`src/rtl/rtimer_pkg.sv`:
```
package rtimer_pkg;

  typedef enum logic [1:0] {
    SEL_MODE  = 2'd0,
    SEL_REF   = 2'd1,
    SEL_COUNT = 2'd2,
    SEL_EVENT = 2'd3
  } reg_sel_e;

  typedef enum logic [1:0] {
    SRC_HALT_A = 2'd0,
    SRC_FAST   = 2'd1,
    SRC_SLOW   = 2'd2,
    SRC_HALT_B = 2'd3
  } clk_src_e;

  localparam int MODE_RUN_BIT  = 0;
  localparam int MODE_SRC_LSB  = 1;
  localparam int MODE_WRAP_BIT = 3;
  localparam int MODE_IE_BIT   = 4;
  localparam int MODE_PRE_LSB  = 8;
  localparam int EVT_REF_BIT   = 0;

  // only two of the four source codes let the timer advance
  function automatic logic src_counts(input logic [1:0] code);
    return (code == SRC_FAST) || (code == SRC_SLOW);
  endfunction

endpackage

```
`src/rtl/rtimer_regs.sv`:
```
module rtimer_regs
  import rtimer_pkg::*;
#(
  parameter int DATA_W = 16,
  parameter int PRE_W  = 8
) (
  input  logic              clk,
  input  logic              rst_n,
  input  logic              wr_en,
  input  logic [1:0]        addr,
  input  logic [DATA_W-1:0] wdata,
  input  logic              ref_hit,
  input  logic [DATA_W-1:0] count_q,
  output logic [DATA_W-1:0] mode_q,
  output logic [DATA_W-1:0] ref_q,
  output logic              evt_flag,
  output logic              cfg_restart,
  output logic              cfg_drop,
  output logic              count_load,
  output logic [DATA_W-1:0] rdata,
  output logic              irq
);

  localparam logic [DATA_W-1:0] PRE_FIELD  = DATA_W'(((64'd1 << PRE_W) - 64'd1) << MODE_PRE_LSB);
  localparam logic [DATA_W-1:0] CTRL_FIELD = DATA_W'(5'h1F);
  localparam logic [DATA_W-1:0] MODE_MASK  = PRE_FIELD | CTRL_FIELD;

  reg_sel_e sel;
  logic     wr_mode;
  logic     wr_ref;
  logic     evt_clr;

  function automatic logic flag_next(input logic cur, input logic set, input logic clr);
    // a new match outranks a software clear on the same edge
    return set | (cur & ~clr);
  endfunction

  function automatic logic drops_run(input logic [DATA_W-1:0] old_mode,
                                     input logic [DATA_W-1:0] new_mode);
    return old_mode[MODE_RUN_BIT] & ~new_mode[MODE_RUN_BIT];
  endfunction

  assign sel         = reg_sel_e'(addr);
  assign wr_mode     = wr_en && (sel == SEL_MODE);
  assign wr_ref      = wr_en && (sel == SEL_REF);
  assign count_load  = wr_en && (sel == SEL_COUNT);
  assign evt_clr     = wr_en && (sel == SEL_EVENT) && wdata[EVT_REF_BIT];
  assign cfg_restart = wr_mode || wr_ref;
  assign cfg_drop    = wr_mode && drops_run(mode_q, wdata);

  always_ff @(posedge clk or negedge rst_n) begin
    if (!rst_n) begin
      mode_q   <= '0;
      ref_q    <= '0;
      evt_flag <= 1'b0;
    end else if (cfg_drop) begin
      mode_q   <= '0;
      ref_q    <= '0;
      evt_flag <= 1'b0;
    end else begin
      if (wr_mode) mode_q <= wdata & MODE_MASK;
      if (wr_ref)  ref_q  <= wdata;
      evt_flag <= flag_next(evt_flag, ref_hit, evt_clr);
    end
  end

  always_comb begin
    unique case (sel)
      SEL_MODE:  rdata = mode_q;
      SEL_REF:   rdata = ref_q;
      SEL_COUNT: rdata = count_q;
      SEL_EVENT: rdata = DATA_W'(evt_flag);
      default:   rdata = '0;
    endcase
  end

  assign irq = mode_q[MODE_IE_BIT] & evt_flag;

endmodule

```
`src/rtl/rtimer_tickgen.sv`:
```
module rtimer_tickgen
  import rtimer_pkg::*;
#(
  parameter int PRE_W     = 8,
  parameter int SLOW_LOG2 = 4
) (
  input  logic             clk,
  input  logic             rst_n,
  input  logic             run,
  input  logic [1:0]       src,
  input  logic [PRE_W-1:0] pre_max,
  input  logic             restart,
  output logic             adv
);

  logic             active;
  logic             src_tick;
  logic             pre_done;
  logic [PRE_W-1:0] pre_q;

  function automatic logic at_limit(input logic [PRE_W-1:0] cur, input logic [PRE_W-1:0] lim);
    return cur == lim;
  endfunction

  assign active = run && src_counts(src);

  generate
    if (SLOW_LOG2 > 0) begin : g_slow
      logic [SLOW_LOG2-1:0] slow_q;
      always_ff @(posedge clk or negedge rst_n) begin
        if (!rst_n)                         slow_q <= '0;
        else if (restart)                   slow_q <= '0;
        else if (active && src == SRC_SLOW) slow_q <= slow_q + 1'b1;
      end
      assign src_tick = active && ((src == SRC_FAST) || (slow_q == '1));
    end else begin : g_noslow
      assign src_tick = active;
    end
  endgenerate

  assign pre_done = at_limit(pre_q, pre_max);

  always_ff @(posedge clk or negedge rst_n) begin
    if (!rst_n)        pre_q <= '0;
    else if (restart)  pre_q <= '0;
    else if (src_tick) pre_q <= pre_done ? '0 : pre_q + 1'b1;
  end

  assign adv = src_tick && pre_done && !restart;

endmodule

```
`src/rtl/rtimer_counter.sv`:
```
module rtimer_counter #(
  parameter int CNT_W = 16
) (
  input  logic             clk,
  input  logic             rst_n,
  input  logic             adv,
  input  logic             restart,
  input  logic             load,
  input  logic [CNT_W-1:0] load_val,
  input  logic [CNT_W-1:0] ref_val,
  input  logic             wrap_en,
  output logic [CNT_W-1:0] count_q,
  output logic             ref_hit
);

  function automatic logic is_match(input logic [CNT_W-1:0] cnt, input logic [CNT_W-1:0] lim);
    return (lim != '0) && (cnt == lim);
  endfunction

  function automatic logic [CNT_W-1:0] step(input logic [CNT_W-1:0] cnt, input logic wrap_now);
    return wrap_now ? '0 : cnt + 1'b1;
  endfunction

  // an advance that a load replaces does not count as a match
  assign ref_hit = adv && !load && is_match(count_q, ref_val);

  always_ff @(posedge clk or negedge rst_n) begin
    if (!rst_n)       count_q <= '0;
    else if (restart) count_q <= '0;
    else if (load)    count_q <= load_val;
    else if (adv)     count_q <= step(count_q, ref_hit && wrap_en);
  end

endmodule

```
`src/rtl/ref_tick_timer.sv`:
```
module ref_tick_timer
  import rtimer_pkg::*;
#(
  parameter int CNT_W     = 16,
  parameter int PRE_W     = 8,
  parameter int SLOW_LOG2 = 4
) (
  input  logic             clk,
  input  logic             rst_n,
  input  logic             wr_en,
  input  logic [1:0]       addr,
  input  logic [CNT_W-1:0] wdata,
  output logic [CNT_W-1:0] rdata,
  output logic             irq
);

  logic [CNT_W-1:0] mode_q;
  logic [CNT_W-1:0] ref_q;
  logic [CNT_W-1:0] count_q;
  logic             evt_flag;
  logic             ref_hit;
  logic             adv;
  logic             cfg_restart;
  logic             cfg_drop;
  logic             count_load;

  rtimer_regs #(
    .DATA_W(CNT_W),
    .PRE_W (PRE_W)
  ) u_regs (
    .clk        (clk),
    .rst_n      (rst_n),
    .wr_en      (wr_en),
    .addr       (addr),
    .wdata      (wdata),
    .ref_hit    (ref_hit),
    .count_q    (count_q),
    .mode_q     (mode_q),
    .ref_q      (ref_q),
    .evt_flag   (evt_flag),
    .cfg_restart(cfg_restart),
    .cfg_drop   (cfg_drop),
    .count_load (count_load),
    .rdata      (rdata),
    .irq        (irq)
  );

  rtimer_tickgen #(
    .PRE_W    (PRE_W),
    .SLOW_LOG2(SLOW_LOG2)
  ) u_tick (
    .clk    (clk),
    .rst_n  (rst_n),
    .run    (mode_q[MODE_RUN_BIT]),
    .src    (mode_q[MODE_SRC_LSB +: 2]),
    .pre_max(mode_q[MODE_PRE_LSB +: PRE_W]),
    .restart(cfg_restart),
    .adv    (adv)
  );

  rtimer_counter #(
    .CNT_W(CNT_W)
  ) u_cnt (
    .clk     (clk),
    .rst_n   (rst_n),
    .adv     (adv),
    .restart (cfg_restart),
    .load    (count_load),
    .load_val(wdata),
    .ref_val (ref_q),
    .wrap_en (mode_q[MODE_WRAP_BIT]),
    .count_q (count_q),
    .ref_hit (ref_hit)
  );

endmodule

```
`config.mk`:
```
export PLATFORM = sky130hd
export DESIGN_NAME = ref_tick_timer
export DESIGN_NICKNAME = d
export VERILOG_FILES = /design/src/rtl/rtimer_pkg.sv /design/src/rtl/rtimer_regs.sv /design/src/rtl/rtimer_tickgen.sv /design/src/rtl/rtimer_counter.sv /design/src/rtl/ref_tick_timer.sv
export SDC_FILE = /design/constraint.sdc
export NUM_CORES = 1
export LEC_CHECK = 0
export BUFFER_PORTS_ARGS = -buffer_cell sky130_fd_sc_hd__buf_2
export CORE_ASPECT_RATIO = 1.2
export CORE_UTILIZATION = 37
export DETAILED_ROUTE_END_ITERATION = 6
export HOLD_SLACK_MARGIN = 0.15
export SLEW_MARGIN = 10
export SYNTH_ARGS = -nofsm -noshare
export SYNTH_HDL_FRONTEND = slang
export SYNTH_HIERARCHICAL = 1
export SYNTH_SLANG_ARGS = --single-unit
```
`constraint.sdc`:
```
create_clock -name clk -period 3.9 [get_ports clk]
set_input_delay 0.39 -clock clk [delete_from_list [all_inputs] [get_ports clk]]
set_output_delay 0.39 -clock clk [all_outputs]
set_load 0.005 [all_outputs]
```
=== Yosys cells after proc, flatten, opt, wreduce, memory -nomap -nowiden ===
Cells that the tools add are included.

* Input bits: 21
* Register bits: 61
* Logic and storage cells: 65
* Output and inout port bits: 17

* Bitwise gates (word level): 6
* Mux-type cells: 15
* Equality and inequality tests: 8
* Reduce and logical (&&, ||, !) cells: 27
* $add $sub $neg: 3

{| class="wikitable"
|+ Operators by type and width
! operator !! count
|-
| $mux 16 || 8
|-
| $pmux 16 s4 || 1
|-
| $mux 8 || 3
|-
| $add 16x1->16 const B || 1
|-
| $eq 16x16->1 || 1
|-
| $reduce_bool 16->1 || 1
|-
| $logic_and 1x1->1 || 15
|-
| $add 8x1->8 const B || 1
|-
| $eq 8x8->1 || 1
|-
| $mux 4 || 2
|-
| $reduce_bool 2->1 || 4
|-
| $eq 2x2->1 const B || 3
|-
| $add 4x1->4 const B || 1
|-
| $eq 2x1->1 const B || 2
|-
| $eq 4x4->1 const B || 1
|-
| $and 1x1->1 || 3
|-
| $logic_or 1x1->1 || 3
|-
| $reduce_bool 3->1 || 1
|-
| $logic_not 1->1 || 2
|-
| $logic_not 2->1 || 1
|-
| $not 1->1 || 2
|-
| $mux 1 || 1
|-
| $or 1x1->1 || 1
|}

=== Depth between registers and ports, before layout ===
Gate-level depths: netlist of the first run.

* Depth after elaboration: 13
* Mapped depth: 12
* Gate-level depth less buffers: 11

=== Modules after synthesis ===
Netlist of the first run, hierarchy kept.

{| class="wikitable"
|+ By module, submodules not included
! module !! sequential area each (µm²) !! cells an instance !! times used !! area each (µm²)
|-
| rtimer_regs || 750.7 || 189 || 1 || 1574.0
|-
| rtimer_counter || 400.4 || 155 || 1 || 1316.3
|-
| rtimer_tickgen || 300.3 || 82 || 1 || 803.3
|}

=== Worst setup path after synthesis of the first run ===
OpenSTA, ideal clock, no wires.

* Path type: reg2reg
* Start: register u_regs.mode_q[1]
* End: register u_cnt.count_q[10]
* Setup slack: 0.920 ns
* Cell stages (with the launch flop): 12
* Library setup time: 0.126 ns
* Data arrival time: 2.854 ns
* Buffers on the path: 1
* Clock period less this slack: 2.980 ns
* Required time: 3.774 ns
* Path through: dfrtp_1 -> inv_1 -> ha_1 -> nor4_4 -> nor3b_1 -> nor2b_1 -> nand2_1 -> or3_1 -> o21ai_2 -> buf_6 -> o21ai_1 -> a221o_1

* Longest elaborated chain between the ends: 13
* Elaborated cells on any way between the ends: 16
* Classes of those cells: eq/ne (2); mux (4); reduce/logical (10)

{| class="wikitable"
|+ Ends and longest elaborated chain
! what !! line !! text
|-
| start, declared || rtimer_regs.sv:14 || <nowiki>output logic [DATA_W-1:0] mode_q,</nowiki>
|-
| start signal, assigned || rtimer_regs.sv:61 || <nowiki>if (wr_mode) mode_q <= wdata & MODE_MASK;</nowiki>
|-
| $eq 2x1->1 / $eq 2x2->1 (equally long branches) || rtimer_pkg.sv:26, rtimer_tickgen.sv:35 ||
|-
| $logic_or 1x1->1 || rtimer_pkg.sv:26 || <nowiki>return (code == SRC_FAST) || (code == SRC_SLOW);</nowiki>
|-
| $logic_and 1x1->1 || rtimer_tickgen.sv:25 || <nowiki>assign active = run && src_counts(src);</nowiki>
|-
| $logic_and 1x1->1 (*) || rtimer_tickgen.sv:35 || <nowiki>assign src_tick = active && ((src == SRC_FAST) || (slow_q == '1));</nowiki>
|-
| $logic_and 1x1->1 (*) (2 in a row) || rtimer_tickgen.sv:49 || <nowiki>assign adv = src_tick && pre_done && !restart;</nowiki>
|-
| net adv || ref_tick_timer.sv:22 || <nowiki>logic adv;</nowiki>
|-
| $logic_and 1x1->1 (2 in a row) || rtimer_counter.sv:25 || <nowiki>assign ref_hit = adv && !load && is_match(count_q, ref_val);</nowiki>
|-
| $logic_and 1x1->1 || rtimer_counter.sv:31 || <nowiki>else if (adv) count_q <= step(count_q, ref_hit && wrap_en);</nowiki>
|-
| $mux 16 || rtimer_counter.sv:21 || <nowiki>return wrap_now ? '0 : cnt + 1'b1;</nowiki>
|-
| $mux 16 || rtimer_counter.sv:31 ||
|-
| $mux 16 || rtimer_counter.sv:30 || <nowiki>else if (load) count_q <= load_val;</nowiki>
|-
| $mux 16 || rtimer_counter.sv:29 || <nowiki>else if (restart) count_q <= '0;</nowiki>
|-
| end signal, assigned || rtimer_counter.sv:30 ||
|-
| end signal, assigned || rtimer_counter.sv:31 ||
|-
| end, declared || rtimer_counter.sv:12 || <nowiki>output logic [CNT_W-1:0] count_q,</nowiki>
|}

The timed path passes the listed nets; every way through them passes the cells marked *. The select of a mux whose other input is x is not followed.
A chain may end at the register's enable or synchronous reset.

=== Worst setup path after layout of the first run ===
* Start: register u_regs.mode_q[1]
* End: register u_cnt.count_q[5]

The elaborated chain is that of the path after synthesis.

==> results of run 1 <==
[per-stage QoR]
stage / instance area, µm² / hold WS, ns / total power, mW / std cells
after floorplan: 3670 / 0.0944 / 1.07 / 422
after global routing: 4290 / 0.321 / 2.14 / 589
after detailed placement: 3970 / 0.473 / 1.23 / 572
after CTS: 4290 / 0.298 / 2.05 / 589
after global placement: 3970 / 0.470 / 1.22 / 572
final: 4290 / 0.301 / 2.04 / 589
[registers in the layout, summed over array words and instances (netlist names)]
register / count
u_cnt/count_q: 16
u_regs/ref_q: 16
u_regs/mode_q: 13
u_tick/pre_q: 8
u_tick/g_slow.slow_q: 4
u_regs/evt_flag: 1
[area by class of cell]
type                       instances  area (µm²)
clock inverter                     5        52.6
tap                              123         154
fill                            1014        5280
multi-input combinational        335        2080
timing repair buffer              45         248
sequential                        58        1450
inverter                          12        45.0
clock buffer                      11         253
[cells in the final DEF, fill, tap and decap left out, drive strengths merged, types with 14 or more instances in the layout]
master,instances
dfrtp,58
nor2,14
buf,44
nand2,94
a21oi,18
mux2i,15
o21ai,44
xnor2,26
[path summary, 6_finish.rpt]
| check | startpoint | endpoint | slack (ns) | depth (start not counted) |
|---|---|---|---|---|
| max reg2reg | u_regs/mode_q[1] | u_cnt/count_q[5] | 0.66 | 11 |
| min in group asynchronous | rst_n | u_tick/pre_q[6] | 0.64 | 2 |
| max | u_regs/mode_q[1] | u_cnt/count_q[5] | 0.66 | 11 |
| max in group asynchronous | rst_n | u_regs/ref_q[2] | 2.38 | 3 |
| min reg2reg | u_regs/mode_q[3] | u_regs/mode_q[3] | 0.52 | 2 |
| min | wdata[7] | u_regs/ref_q[7] | 0.30 | 3 |
[what timing repair did]
action / 4_1_cts / 5_1_grt
hold endpoints to repair: 28 / 0
hold buffers: 1 / 0
endpoints found under the setup margin: 0 / 0
[power groups by stage]
stage	logic, mW	clock network [mW]	registers, mW
5_1_grt	0.443	0.853	0.842
3_3_place_gp	0.389	0	0.834
6_report	0.403	0.810	0.828
3_5_place_dp	0.396	0	0.837
4_1_cts	0.400	0.822	0.827
2_1_floorplan	0.286	0	0.785
[worst register-to-register path, cell delays in order, from the launching register on]
cell	delay (ns)
dfrtp_1	0.38
inv_1	0.06
ha_1	0.34
nor4_4	0.36
nor3b_1	0.37
nor2b_1	0.22
nand2_1	0.07
or3_1	0.41
o21ai_2	0.15
buf_4	0.20
nor2_1	0.20
a221o_1	0.37
[metal layers]
metal	vias up	part of all wire (%)	global-route usage [%]
met5	-	0	0
met4	0	3.5	11.3
met3	34	5.8	4.46
met2	130	48	35.5
met1	1678	43	29.3
li1	1579	-	-
==> results_dict.tcl, run 1 <==
set metrics [dict create \
    status "finished clean" \
    p_per_area_mw_per_mm2 476 \
    finalSetupViolations 0 \
    clkTransAtPathRegs_ns 0.05 \
    die_x_um 92.9 \
    hold_class "in2reg" \
    fin_nets 487 \
    maxCapViolCount 0 \
    routed_wl_mm 11.0 \
    wl_per_cell_um 18.7 \
    p_seq_share_pct 40.6 \
    io_buffers 37 \
    drtPass1Iterations 5 \
    internal-power_mw 1.40 \
    clock_sinks 58 \
    final_util_pct 44.8 \
    antennaDiodeCount 0 \
    clk_latency_ns 0.33 \
    gp_congestion 0.863 \
    die_area_mm2 0.0103 \
    post-route-drc-count 0 \
    final.setup.tns_ns 0 \
    crit_path_start_kind "flop" \
    cp_max_fo 12 \
    maxSlewViolCount 0 \
    ant_nets 0 \
    worst_pin_slew_ns 1.21 \
    rows 39 \
    drt_iter0_markers 256 \
    finalClockSkew_ns 0.00615 \
    grt_max_degree 31 \
    syn-num-nets 448 \
    cp_slowest_cell "or3_1" \
    drive_gt1_share_pct 15.5 \
    clock.fmax_mhz 308 \
    pin_count 38 \
    initial_utilization_pct 38.3 \
    fin_ws_ns 0.656 \
    min_period_ns 3.24 \
    grtUsageTotal_pct 22.6 \
    rsz0062_at_grt "no" \
    cp.arrival_ns 3.46 \
    finalCritPeriodShare_pct 83.2 \
    synthToLayoutAreaGrowth_pct 16.9 \
    antenna_found_initial 0 \
    via_count 3421 \
    endpoint_kind "flop" \
    cts_resized 0 \
    critPathTopFamily "simple AND/OR/NAND/NOR gates" \
    switching_share_pct 31.6 \
    path_cells "inv_1, ha_1, nor4_4, nor3b_1, nor2b_1, nand2_1, or3_1, o21ai_2, buf_4, nor2_1, a221o_1" \
    die_h_um 111 \
    detailedPlace.worstSlack_ns 0.697 \
    yosys_warnings 6 \
    ctsLongestPathBuffers 2 \
    clkPwrFrac_pct 39.7 \
    gr-total-overflow 0 \
    grt_pass1_wl_mm 17.7 \
    p_sw_mw 0.645 \
    h-tree-depth 3 \
    post_cts_buffers 0 \
    peakVddDrop_uv 234 \
    slew_headroom_pct 19.3 \
    via_per_inst 5.81 \
    path_class "reg2reg" \
    cts_buffers 9 \
    dpl.hpwl_mm 7.72 \
    root_buffer "clkbuf_16" \
    coreArea_mm2 0.00956 \
    crit_buf_inv 2 \
    grt_pass1_vias 3327 \
    cpPeakStageDelay_ns 0.41 \
    finalHoldViolations 0 \
    synthCells 422 \
    syn_avg_cell_area_um2 8.69 \
    comb_power_share_pct 19.8 \
    leakagePower_nw 1.85 \
    crit_required_ns 4.11 \
    synth_area_mm2 0.00367 \
    cts_tree "yes" \
]
Power figures use the tool's default switching activity.
==> run 2, diff against run 1 <==
==> constraint.sdc (replaced) <==
create_clock -name clk -period 2.9 [get_ports clk]
set_input_delay 0.29 -clock clk [delete_from_list [all_inputs] [get_ports clk]]
set_output_delay 0.29 -clock clk [all_outputs]
set_load 0.005 [all_outputs]
==> results_dict.tcl, run 2 (synthesis gave the netlist of run 1 again) <==
set metrics [dict create \
    endpoint_kind "flop" \
    maxSlewViolCount 0 \
    initial_utilization_pct 38.3 \
    io_buffers 37 \
    hold_ws_ns 0.217 \
    drive_gt1_share_pct 17.9 \
    post-route-drc-count 0 \
    via_per_inst 5.64 \
    fin_ws_ns 0.138 \
    antenna_found_initial 0 \
    die_x_um 92.9 \
    cts_buffers 9 \
    leakagePower_nw 1.89 \
    die_area_mm2 0.0103 \
    drt_iter0_markers 257 \
    grt_pass1_wl_mm 17.1 \
    grtUsageTotal_pct 21.6 \
    status "finished clean" \
    synthToLayoutAreaGrowth_pct 18.9 \
    final.setup.tns_ns 0 \
    slew_headroom_pct 49.6 \
    min_period_ns 2.76 \
    rsz0062_at_grt "no" \
    routed_wl_mm 10.4 \
    drtPass1Iterations 5 \
    power_mw 2.63 \
    mostFrequentLayoutCell "nand2_1" \
    coreArea_mm2 0.00956 \
    cp.arrival_ns 2.97 \
    detailedPlace.worstSlack_ns 0.0562 \
    crit_path_start_kind "flop" \
    top_regs "u_cnt/count_q (16), u_regs/ref_q (16), u_regs/mode_q (13)" \
    fin_nets 498 \
    ctsLongestPathBuffers 2 \
    path_class "reg2reg" \
    hold_class "in2reg" \
    finalHoldViolations 0 \
    gr-total-overflow 0 \
    root_buffer "clkbuf_16" \
    finalCritPeriodShare_pct 95.2 \
    wl_per_cell_um 17.4 \
    antennaDiodeCount 0 \
    clock_sinks 58 \
    finalSetupViolations 0 \
    maxCapViolCount 0 \
    via_count 3376 \
    h-tree-depth 3 \
    ant_nets 0 \
    clk_latency_ns 0.33 \
    die_h_um 111 \
    clock.fmax_mhz 362 \
    pin_count 38 \
    post_cts_buffers 0 \
    dpl.hpwl_mm 7.67 \
    final_cell_mix "nand2_1, dfrtp_1, buf_2, o21ai_0, xnor2_1" \
    hp-start "wdata[7]" \
    gp_congestion 0.834 \
    grt_max_degree 47 \
    finalClockSkew_ns 0.00730 \
    cp_max_fo 9 \
    p_per_area_mw_per_mm2 604 \
    worstReg2RegStart "u_regs/mode_q[2]" \
    peakVddDrop_uv 232 \
    cts_tree "yes" \
    critPathLaunch "u_regs/mode_q[2]" \
    clkTransAtPathRegs_ns 0.05 \
    crit_required_ns 3.10 \
    grt_pass1_vias 3261 \
    rows 39 \
    worst_pin_slew_ns 0.754 \
]
## run 2: cell count changes in the layout (fill, tap and decap cells not counted), sizes merged
cell / delta
bufinv: -1
clkbuf: +1
clkinvlp: -1
buf: +11
## run 2: area by class of cell
class / instances / area [µm²]
timing repair buffer: 56 / 334
clock inverter: 3 / 15.0
fill: 976 / 5200
sequential: 58 / 1450
clock buffer: 12 / 256
multi-input combinational: 335 / 2100
tap: 123 / 154
inverter: 12 / 45.0
## run 2: worst max-delay path, stage by stage, from the launching register on
cell and delay (ns):
dfrtp_1 0.40, ha_1 0.34, nor4_4 0.28, nor3b_2 0.25
nor2b_2 0.19, nand2_1 0.06, or3_4 0.39, o21ai_4 0.18
buf_6 0.16, o21ai_0 0.09, a221o_1 0.30
## run 2: power by group
| group | total (mW) | internal (mW) | switching, mW |
|---|---|---|---|
| Clock | 0.967 | 0.614 | 0.353 |
| Combinational | 0.562 | 0.267 | 0.295 |
| Sequential | 1.10 | 0.924 | 0.180 |
| Total | 2.63 | 1.80 | 0.829 |
## run 2: timing repair
action,in CTS,in global routing
hold buffers,1,0
resized for setup,0,5
setup endpoints to repair,0,9
hold endpoints to repair,12,0
## run 2: worst paths after layout
kind | to | slack, ns | cells after the start
max in group asynchronous | u_cnt/count_q[15] | 1.62 | 3
worst max register to register | u_cnt/count_q[3] | 0.14 | 10
min in group asynchronous | u_tick/pre_q[4] | 0.38 | 2
worst min-delay path | u_regs/ref_q[7] | 0.22 | 3
worst max-delay path | u_cnt/count_q[3] | 0.14 | 10
worst min register to register | u_regs/mode_q[8] | 0.53 | 2
## run 2: stage by stage
step	area, µm²	utilization, %	cells
after CTS	4340	45.4	599
after floorplan	3670	-	422
after global placement	4060	42.4	583
after global routing	4360	45.6	599
final	4360	45.6	599
after detailed placement	4060	42.4	583
## run 2: metal layers
metal	track usage [%]	share of wire, %
met5	0	0
met4	8.62	1.9
met3	3.84	6.0
met2	33.9	48
met1	29.4	45
